## src/rtl/tdm_rx_pkg.sv

```systemverilog
package tdm_rx_pkg;

   // Which frame clock transition closes a frame.
   typedef enum logic {
      EDGE_RISE = 1'b0,
      EDGE_FALL = 1'b1
   } frame_edge_e;

   // Synchronizer depth that the clock-ratio rule assumes.
   localparam int unsigned MIN_SYNC_STAGES = 2;

endpackage

```

## src/rtl/tdm_rx_sync.sv

```systemverilog
module tdm_rx_sync #(
   parameter int unsigned W      = 1,
   parameter int unsigned STAGES = 2
) (
   input  logic         clk,
   input  logic         rst_n,
   input  logic [W-1:0] d_in,
   output logic [W-1:0] d_out
);

   localparam int unsigned CW = STAGES * W;

   initial begin
      assert (STAGES >= tdm_rx_pkg::MIN_SYNC_STAGES)
         else $error("tdm_rx_sync: STAGES below the minimum");
      assert (W >= 1) else $error("tdm_rx_sync: W must be at least 1");
   end

   // All bits move through the same number of stages, so they stay aligned in time.
   logic [CW-1:0] chain_q;

   always_ff @(posedge clk or negedge rst_n) begin
      if (!rst_n) chain_q <= '0;
      else        chain_q <= {chain_q[CW-W-1:0], d_in};
   end

   assign d_out = chain_q[CW-1 -: W];

endmodule

```

## src/rtl/tdm_rx_frame_ctl.sv

```systemverilog
module tdm_rx_frame_ctl #(
   parameter int unsigned               FRAME_BITS = 128,
   parameter tdm_rx_pkg::frame_edge_e   FRAME_EDGE = tdm_rx_pkg::EDGE_FALL,
   localparam int unsigned              PW         = $clog2(FRAME_BITS + 1),
   localparam int unsigned              IW         = $clog2(FRAME_BITS)
) (
   input  logic          clk,
   input  logic          rst_n,
   input  logic          bclk_s,
   input  logic          fclk_s,
   output logic          wr_en,
   output logic [IW-1:0] wr_idx,
   output logic          commit,
   output logic          frame_valid,
   output logic          frame_ovf
);

   localparam logic [PW-1:0] FULL      = PW'(FRAME_BITS);
   localparam logic          FCLK_IDLE = (FRAME_EDGE == tdm_rx_pkg::EDGE_FALL) ? 1'b0 : 1'b1;

   initial begin
      assert (FRAME_BITS >= 8) else $error("tdm_rx_frame_ctl: FRAME_BITS too small");
   end

   logic          bclk_d;
   logic          fclk_last;
   logic [PW-1:0] pos_q;
   logic          locked_q;
   logic          ovf_acc_q;
   logic          pend_q;
   logic          valid_q;
   logic          ovf_q;
   logic          bit_stb;
   logic          edge_hit;
   logic          boundary;

   assign bit_stb = bclk_s & ~bclk_d;

   // The parameter picks which frame clock transition closes a frame.
   generate
      if (FRAME_EDGE == tdm_rx_pkg::EDGE_FALL) begin : g_fall
         assign edge_hit = fclk_last & ~fclk_s;
      end else begin : g_rise
         assign edge_hit = ~fclk_last & fclk_s;
      end
   endgenerate

   assign boundary = bit_stb & edge_hit;
   assign wr_en    = bit_stb & locked_q & (pos_q < FULL);
   assign wr_idx   = pos_q[IW-1:0];
   assign commit   = pend_q;

   always_ff @(posedge clk or negedge rst_n) begin
      if (!rst_n) begin
         bclk_d    <= 1'b0;
         fclk_last <= FCLK_IDLE;
         pos_q     <= '0;
         locked_q  <= 1'b0;
         ovf_acc_q <= 1'b0;
         pend_q    <= 1'b0;
         valid_q   <= 1'b0;
         ovf_q     <= 1'b0;
      end else begin
         bclk_d  <= bclk_s;
         pend_q  <= boundary;
         valid_q <= 1'b0;
         if (bit_stb) fclk_last <= fclk_s;
         if (pend_q) begin
            // Close the frame: the count restarts and the flag moves to the output.
            pos_q     <= '0;
            ovf_acc_q <= 1'b0;
            locked_q  <= 1'b1;
            if (locked_q) begin
               valid_q <= 1'b1;
               ovf_q   <= ovf_acc_q;
            end
         end else if (bit_stb && locked_q) begin
            if (pos_q < FULL) pos_q     <= pos_q + 1'b1;
            else              ovf_acc_q <= 1'b1;
         end
      end
   end

   assign frame_valid = valid_q;
   assign frame_ovf   = ovf_q;

   // the strobe never lasts two cycles.
   p_valid_one_cycle_r8 : assert property (@(posedge clk) disable iff (!rst_n)
      frame_valid |=> !frame_valid);

   // each strobe is traced back to a frame edge two cycles earlier.
   p_valid_after_edge_r3 : assert property (@(posedge clk) disable iff (!rst_n)
      frame_valid |-> $past(boundary, 2));

   // no strobe for the edge that establishes lock.
   p_no_valid_unlocked_r2 : assert property (@(posedge clk) disable iff (!rst_n)
      frame_valid |-> $past(locked_q));

   // the position never runs past the end of the frame.
   p_pos_bounded_r9 : assert property (@(posedge clk) disable iff (!rst_n)
      pos_q <= FULL);

   // overflow is only raised once the frame is already full.
   p_ovf_after_full_r9 : assert property (@(posedge clk) disable iff (!rst_n)
      $rose(ovf_acc_q) |-> ($past(pos_q) == FULL));

   // a commit never coincides with a bit strobe (clock ratio rule).
   p_commit_no_strobe_r3 : assert property (@(posedge clk) disable iff (!rst_n)
      pend_q |-> !bit_stb);

endmodule

```

## src/rtl/tdm_rx_lane.sv

```systemverilog
module tdm_rx_lane #(
   parameter int unsigned SLOTS  = 4,
   parameter int unsigned SLOT_W = 32,
   localparam int unsigned FRAME_BITS = SLOTS * SLOT_W,
   localparam int unsigned IW         = $clog2(FRAME_BITS)
) (
   input  logic                  clk,
   input  logic                  rst_n,
   input  logic                  bit_in,
   input  logic                  wr_en,
   input  logic [IW-1:0]         wr_idx,
   input  logic                  commit,
   output logic [FRAME_BITS-1:0] words
);

   // Bits are stored by arrival position: index p holds frame position p.
   logic [FRAME_BITS-1:0] pos_q;
   logic [FRAME_BITS-1:0] slot_view;
   logic [FRAME_BITS-1:0] words_q;

   // Slot s, bit b comes from position s*SLOT_W + SLOT_W-1-b (MSB arrives first).
   generate
      for (genvar s = 0; s < SLOTS; s++) begin : g_slot
         for (genvar b = 0; b < SLOT_W; b++) begin : g_bit
            assign slot_view[s*SLOT_W + b] = pos_q[s*SLOT_W + SLOT_W - 1 - b];
         end
      end
   endgenerate

   always_ff @(posedge clk or negedge rst_n) begin
      if (!rst_n) begin
         pos_q   <= '0;
         words_q <= '0;
      end else if (commit) begin
         words_q <= slot_view;
         pos_q   <= '0;
      end else if (wr_en) begin
         pos_q[wr_idx] <= bit_in;
      end
   end

   assign words = words_q;

   // the committed words only change at a commit.
   p_words_hold_r10 : assert property (@(posedge clk) disable iff (!rst_n)
      !commit |=> $stable(words));

   // the capture buffer is empty right after a commit.
   p_buffer_cleared_r11 : assert property (@(posedge clk) disable iff (!rst_n)
      commit |=> (pos_q == '0));

endmodule

```

## src/rtl/tdm_slave_rx.sv

```systemverilog
module tdm_slave_rx #(
   parameter int unsigned             LANES       = 4,
   parameter int unsigned             SLOTS       = 4,
   parameter int unsigned             SLOT_W      = 32,
   parameter int unsigned             SYNC_STAGES = 2,
   parameter tdm_rx_pkg::frame_edge_e FRAME_EDGE  = tdm_rx_pkg::EDGE_FALL
) (
   input  logic                            clk,
   input  logic                            rst_n,
   input  logic                            bclk,
   input  logic                            fclk,
   input  logic [LANES-1:0]                sdata,
   output logic [LANES*SLOTS*SLOT_W-1:0]   slot_words,
   output logic                            frame_valid,
   output logic                            frame_ovf
);

   localparam int unsigned FRAME_BITS = SLOTS * SLOT_W;
   localparam int unsigned IW         = $clog2(FRAME_BITS);
   localparam int unsigned SW         = LANES + 2;

   initial begin
      assert (LANES >= 1 && LANES <= 8) else $error("tdm_slave_rx: LANES out of range");
      assert (SLOTS >= 1 && SLOTS <= 16) else $error("tdm_slave_rx: SLOTS out of range");
      assert (SLOT_W >= 8 && SLOT_W <= 32) else $error("tdm_slave_rx: SLOT_W out of range");
   end

   logic [SW-1:0]    raw_in;
   logic [SW-1:0]    sync_out;
   logic             bclk_s;
   logic             fclk_s;
   logic [LANES-1:0] sdata_s;
   logic             wr_en;
   logic [IW-1:0]    wr_idx;
   logic             commit;

   // Clocks and data go through one synchronizer so they keep the same latency.
   assign raw_in = {sdata, fclk, bclk};

   tdm_rx_sync #(.W(SW), .STAGES(SYNC_STAGES)) u_sync (
      .clk   (clk),
      .rst_n (rst_n),
      .d_in  (raw_in),
      .d_out (sync_out)
   );

   assign bclk_s  = sync_out[0];
   assign fclk_s  = sync_out[1];
   assign sdata_s = sync_out[SW-1:2];

   tdm_rx_frame_ctl #(.FRAME_BITS(FRAME_BITS), .FRAME_EDGE(FRAME_EDGE)) u_ctl (
      .clk         (clk),
      .rst_n       (rst_n),
      .bclk_s      (bclk_s),
      .fclk_s      (fclk_s),
      .wr_en       (wr_en),
      .wr_idx      (wr_idx),
      .commit      (commit),
      .frame_valid (frame_valid),
      .frame_ovf   (frame_ovf)
   );

   generate
      for (genvar l = 0; l < LANES; l++) begin : g_lane
         tdm_rx_lane #(.SLOTS(SLOTS), .SLOT_W(SLOT_W)) u_lane (
            .clk    (clk),
            .rst_n  (rst_n),
            .bit_in (sdata_s[l]),
            .wr_en  (wr_en),
            .wr_idx (wr_idx),
            .commit (commit),
            .words  (slot_words[l*FRAME_BITS +: FRAME_BITS])
         );
      end
   endgenerate

   // outputs stay cleared until a strobe has occurred.
   p_quiet_before_valid_r1 : assert property (@(posedge clk) disable iff (!rst_n)
      $rose(frame_ovf) |-> frame_valid);

endmodule

```

## config.mk

```make
export PLATFORM = sky130hd
export DESIGN_NAME = tdm_slave_rx
export DESIGN_NICKNAME = d
export VERILOG_FILES = /design/src/rtl/tdm_rx_pkg.sv /design/src/rtl/tdm_rx_sync.sv /design/src/rtl/tdm_rx_frame_ctl.sv /design/src/rtl/tdm_rx_lane.sv /design/src/rtl/tdm_slave_rx.sv
export SDC_FILE = /design/constraint.sdc
export NUM_CORES = 1
export LEC_CHECK = 0
export BUFFER_PORTS_ARGS = -buffer_cell sky130_fd_sc_hd__buf_2
export CORE_UTILIZATION = 33
export CTS_CLUSTER_DIAMETER = 50
export CTS_CLUSTER_SIZE = 10
export DETAILED_ROUTE_END_ITERATION = 16
export PLACE_DENSITY = 0.52
export SLEW_MARGIN = 20
export SYNTH_ARGS = -nofsm -noshare
export SYNTH_HDL_FRONTEND = slang
export SYNTH_SLANG_ARGS = --single-unit
```

## constraint.sdc

```tcl
create_clock -name clk -period 3.2 [get_ports clk]
set_input_delay 0.8 -clock clk [delete_from_list [all_inputs] [get_ports clk]]
set_output_delay 0.8 -clock clk [all_outputs]
set_load 0.05 [all_outputs]
```

Yosys cells after proc, flatten, opt, wreduce, memory -nomap -nowiden
Cells that the tools add are included.
{ "classes": {"addsub": 1, "n_lt_le_gt_ge": 3, "eq_ne": 1, "muxes": 22, "bitwise": 7, "reduce_logical": 8} }
{ "op_table": {"columns": ["op", "count"], "rows": [
  ["$mux 128", 8],
  ["$bwmux 128", 4],
  ["$mux 8", 3],
  ["$add 8x1->8 const B", 1],
  ["$lt 7x8->1 const B", 1],
  ["$lt 8x8->1 const B", 1],
  ["$demux 1 s7", 1],
  ["$ge 7x1->1 const B", 1],
  ["$mux 1", 6],
  ["$reduce_and 2->1", 3],
  ["$reduce_bool 2->1", 3],
  ["$and 1x1->1", 5],
  ["$logic_and 1x1->1", 2],
  ["$ne 2x1->1 const B", 1],
  ["$not 1->1", 2]
]} }
{ "word_totals": {"reg_bits": 1051, "input_bits": 8, "output_inout_bits": 514, "word_cells": 59} }

Depth between registers and ports, before layout
{ "logic_depth": {"depth_word": 7, "depth_mapped": 6, "depth_no_buf": 4} }

Hierarchy
From an unflattened synthesis, not the netlist that was laid out.
{ "unflattened": {"hier_cells": 3542, "area_unflattened_um2": 45713.8} }
{ "modules_own_cells": {"columns": ["module", "n_inst", "cells_each", "area_each_um2", "seq_area_each_um2"], "rows": [
  ["tdm_rx_lane (g_lane[1].u_lane ...)", 3, 865, 11169.5, 6406.1],
  ["tdm_rx_lane (g_lane[0].u_lane)", 1, 865, 11160.7, 6406.1],
  ["tdm_rx_frame_ctl", 1, 64, 699.4, 375.4],
  ["tdm_rx_sync", 1, 18, 345.3, 300.3]
]} }

Least setup slack after synthesis
Ideal clock, no wire load.
{ "synth_path": {"kind": "reg-to-reg", "start": "register u_ctl.pos_q[1]", "end": "register g_lane[0].u_lane.pos_q[120]", "setup_ns": 0.080, "arrival_ns": 1.595, "required_time_ns": 3.120, "slack_ns": 1.525, "path_stages_with_launch": 4, "n_path_buf": 0, "synth_period_minus_slack_ns": 1.675, "cell_sequence": "dfrtp_1 or3b_2 nor4_4 mux2i_1"} }
{ "synth_via": {"elab_chain_cells": 7, "word_cells_on_any_way": 11, "cone_classes": "order compare (3); mux (5); bitwise (1); reduce/logical (2)"} }
{ "synth_lines": {"columns": ["item", "line", "source"], "rows": [
  ["from (decl)", "tdm_rx_frame_ctl.sv:27", "logic [PW-1:0] pos_q;"],
  ["from (signal assigned)", "tdm_rx_frame_ctl.sv:78", "if (pos_q < FULL) pos_q <= pos_q + 1'b1;"],
  ["$lt 7x8->1 (not written as such) or $ge 7x1->1 (tied branches)", "tdm_rx_lane.sv:38", "pos_q[wr_idx] <= bit_in;"],
  ["$logic_and 1x1->1 (not written as such)", "tdm_rx_lane.sv:38", null],
  ["$mux 1 (not written as such)", "tdm_rx_lane.sv:38", null],
  ["$demux 1 s7", null, null],
  ["$bwmux 128", "tdm_rx_lane.sv:38", null],
  ["$mux 128", "tdm_rx_lane.sv:37", "end else if (wr_en) begin"],
  ["$mux 128", "tdm_rx_lane.sv:34", "end else if (commit) begin"],
  ["to (signal, indexed assignment)", "tdm_rx_lane.sv:38", null],
  ["to (decl)", "tdm_rx_lane.sv:17", "logic [FRAME_BITS-1:0] pos_q;"]
]} }
Parallel ways exist; a longest one is shown, timed or not. The select of a mux whose other input is x is not followed.
A chain may end at the register's enable or synchronous reset.

Final worst setup path
{ "layout_path": {"start": "register u_ctl.pos_q[1]", "end": "register g_lane[1].u_lane.pos_q[59]"} }
{ "layout_via": {"elab_chain_cells": 7, "word_cells_on_any_way": 11, "cone_classes": "order compare (3); mux (5); bitwise (1); reduce/logical (2)"} }
{ "layout_lines": {"columns": ["item", "line"], "rows": [
  ["$lt 7x8->1 (not written as such) or $ge 7x1->1 (tied branches)", "tdm_rx_lane.sv:38"],
  ["$logic_and 1x1->1 (not written as such)", "tdm_rx_lane.sv:38"],
  ["$mux 1 (not written as such)", "tdm_rx_lane.sv:38"],
  ["$demux 1 s7", null],
  ["$bwmux 128", "tdm_rx_lane.sv:38"],
  ["$mux 128", "tdm_rx_lane.sv:37"],
  ["$mux 128", "tdm_rx_lane.sv:34"],
  ["to (signal, indexed assignment)", "tdm_rx_lane.sv:38"],
  ["to (decl)", "tdm_rx_lane.sv:17"]
]} }
Parallel ways exist; a longest one is shown, timed or not. The select of a mux whose other input is x is not followed.

==> metrics.md <==
| Metric | Value |
|---|---|
| DRC | 0 |
| Synthesized Nets | 3026 |
| RSZ-0062 raised after global routing | false |
| TritonRoute pass-1 iters | 5 |
| Worst-path clk slew | around 0.050 ns |
| Syn Inst Count | 3017 |
| Most used DFF post-synth | dfrtp_1 |
| Die X | 365 um |
| Clock sink total | 1051 |
| Crit Path Category | flop to flop |
| Max Cap Viol | 0 |
| Antenna-violating nets left | 0 |
| Wire length of the first global-routing pass | around 180 mm |
| Layout area overhead | 22.6% |
| Detail-routed via count per cell | 4.76 |
| #FFs+latches synth | 1051 |
| Final max-slew violation count | 0 |
| Fin crit share | 0.764 |
| GRT Residual Overflow | 0 |
| 1st-iter DRT viols | 1442 |
| Clock period minus worst slack | 2.44 ns |
| PwrDens | approximately 610 mW/mm2 |
| IO buf count | 521 |
| Post-DP HPWL | 80.4 mm |
| Avg WL per Cell | 23.1 um |
| Num rows | 132 |
| Worst-Skew Late Latency | 0.78 ns |
| Fin. Hold Viols | 0 |
| Crit path capture type | flop |
| Status | finished, final reports clean |
| Max Fclk | 409 MHz |
| Post-synth ARST share | 1.00 |
| Initial Util | 0.334 |
| Peak supply drop | 474 uV |
| Min-Delay Path Class | primary input to flop |
| Worst EP required | 3.88 ns |
| Cell total after placement | 5146 |
| Fillcell total | ~12000 |
| Mapped Area | 0.0436 mm2 |
| CTS tree | built |
| Worst clock skew | 0.0355 ns |
| Mapped Avg Cell Area | 14.4 um2 |
| Fraction of layout cells with a size suffix above 1 | 0.392 |
| Endpoints failing setup | 0 |
| Crit-path max FO | 10 |
| Startpoint Class | flop |
| Via Count | 25600 |
| CTS H-Tree Depth | 4 |
| Yosys warns | 0 |
| Max Root-Sink Buffers | 3 |
| Largest net degree at the start of global routing | 157 |
| Setup WS post-layout | about 0.76 ns |
| Final Util | 0.410 |
| Number of setup buffers added after CTS | 0 |
| Initial antenna violation count | 4 |
| Io pins | 522 |
| Reg2reg setup slack | 0.76 ns |
| Seq/Total Area, Yosys | 0.604 |
| GP Congestion | 0.754 |
| Worst slew margin | 0.329 |
| Leakage | 0.0281 uW |
| Vias in the first global route | 26900 |
| Critical path data arrival time | 3.12 ns |
| Wirelength, routed | 124 mm |
| Post-synth cell types | 43 |
| Cts bufs inserted | 147 |
| Nets | ~3600 |
| Core area | approximately 0.13 mm2 |
| GRT Total Usage | 0.187 |
| Die height | 365 um |
| CTS Root Cell | clkbuf_16 |
| Non-Filler Instances | roughly 5400 |
| Die ar. | 0.133 mm2 |
| Setup TNS | 0 ns |
| Worst-Margin Slew | 1.01 ns |
| EDFF count, synth | 0 |
| Placement Setup Slack | 0.750 ns |
[cell families after synthesis]
family / count (synthesis) / synth area share
flip-flops: 1051 / 0.604
multiplexers: 1026 / 0.251
AND/OR/NAND/NOR: 696 / 0.120
buffers and inverters: 229 / 0.0235
AO/OA/AOI/OAI: 13 / 0.00181
XOR/XNOR: 1 / 0.000201
adder cells (fa/ha/maj): 1 / 0.000287
[metrics by stage]
step                      instance area, um2  power, uW  hold slack (ns)
final                                  53400      32600            0.125
after global routing                   53400      33900           0.0597
after CTS                              53400      33200           0.0395
after detailed placement               48600      17100            0.335
after global placement                 48600      17100            0.334
after floorplan                        43600      15700            0.331
[worst max-delay path, stage by stage, from the launching register on]
cell     delay [ns]
dfrtp_1        0.74
buf_4          0.33
or3b_2         0.58
nor4_4         0.41
mux2i_1        0.26
[per-layer routing]
metal	global-route usage	vias to the layer above	share of wire
met5	0	-	0.00018
met4	0.0539	4	0.021
met3	0.0497	149	0.055
met2	0.288	536	0.46
met1	0.257	13400	0.46
li1	-	11600	-
[cell usage after synthesis (2+ instances only)]
cell type  number  share of area
dfrtp_1      1051           0.60
nand2b_1      520          0.075
mux2_2        514           0.13
mux2i_1       512           0.12
clkbuf_1      133          0.011
nand4_1        76          0.011
buf_2          68         0.0078
nor4_4         51          0.025
buf_1          11        0.00095
buf_4           7         0.0012
buf_6           7         0.0018
a21oi_1         6        0.00069
nand2_1         4        0.00034
nor2_1          4        0.00034
nor2b_1         4        0.00057
or3_1           4        0.00057
and2_1          3        0.00043
and3b_1         3        0.00060
nand3_1         3        0.00034
nand3b_4        3         0.0014
nor3b_2         3        0.00086
o21ai_0         3        0.00034
inv_1           2        0.00017
nand2_2         2        0.00029
o31ai_1         2        0.00034
or2_2           2        0.00029
or3b_2          2        0.00040
or4_1           2        0.00034
[final timing paths]
path                              startpoint                     endpoint  cells past startpoint
max                           u_ctl.pos_q[1]   g_lane[1].u_lane.pos_q[59]                      4
min                                 sdata[3]            u_sync.chain_q[5]                      1
max reg2reg                   u_ctl.pos_q[1]   g_lane[1].u_lane.pos_q[59]                      4
min reg2reg                u_sync.chain_q[5]           u_sync.chain_q[11]                      0
max in group asynchronous              rst_n  g_lane[3].u_lane.pos_q[124]                      3
min in group asynchronous              rst_n   g_lane[0].u_lane.words[40]                      2
[layout make-up]
| cell class | count | area [um2] | area share |
|---|---|---|---|
| sequential | 1051 | 26300 | 0.493 |
| multi-input combinational | 1737 | 16400 | 0.306 |
| clock buffer | 186 | 4020 | 0.0752 |
| timing repair buffer | 615 | 3800 | 0.0712 |
| tap | 1742 | 2180 | 0.0408 |
| clock inverter | 50 | 731 | 0.0137 |
| inverter | 2 | 7.51 | 0.000141 |
| antenna | 2 | 5.00 | 0.0000937 |
[state kept, by name, indices dropped and copies added (netlist names)]
| register | cells |
|---|---|
| u_ctl.locked_q | 1 |
| g_lane.u_lane.pos_q | 512 |
| u_ctl.fclk_last | 1 |
| u_ctl.pos_q | 8 |
| u_ctl.frame_ovf | 1 |
| g_lane.u_lane.words | 512 |
| u_sync.chain_q | 12 |
| u_ctl.frame_valid | 1 |
| u_ctl.bclk_d | 1 |
| u_ctl.commit | 1 |
| u_ctl.ovf_acc_q | 1 |
[layout by cell type (no fill, tap or decap), drive strengths merged]
master       netlist  layout
or2                2       2
buf               93     614
nor4              51      51
o21ai              3       3
a21oi              6       6
clkinvlp           0       7
a41oi              1       1
dlygate4sd3        0       1
or3b               3       3
nand2              6       6
nor2               5       5
clkinv             0      23
or4                2       2
nand4bb            1       1
and4bb             1       1
diode              0       2
nand4             76      76
nor3               1       1
bufinv             0       7
mux2             514     514
nor3b              4       4
clkbuf           134     186
or3                4       4
and3               1       1
mux2i            512     512
nor2b              4       4
ha                 1       1
nor4b              1       1
o31ai              2       2
xnor2              1       1
nand3b             3       3
nand2b           521     521
nand3              4       4
o21ba              1       1
and3b              3       3
and2               3       3
dfrtp           1051    1051
inv                2      15
[power by group]
part	internal, uW	switching (uW)
Combinational	787	2130
Clock	9500	6310
Sequential	13600	241
[what timing repair did]
| action | CTS | global route |
|---|---|---|
| hold buffers | 1 | 0 |
| resized for setup | 0 | 0 |
| hold endpoints to repair | 19 | 0 |
No activity file was read; power rests on OpenSTA's default activity.
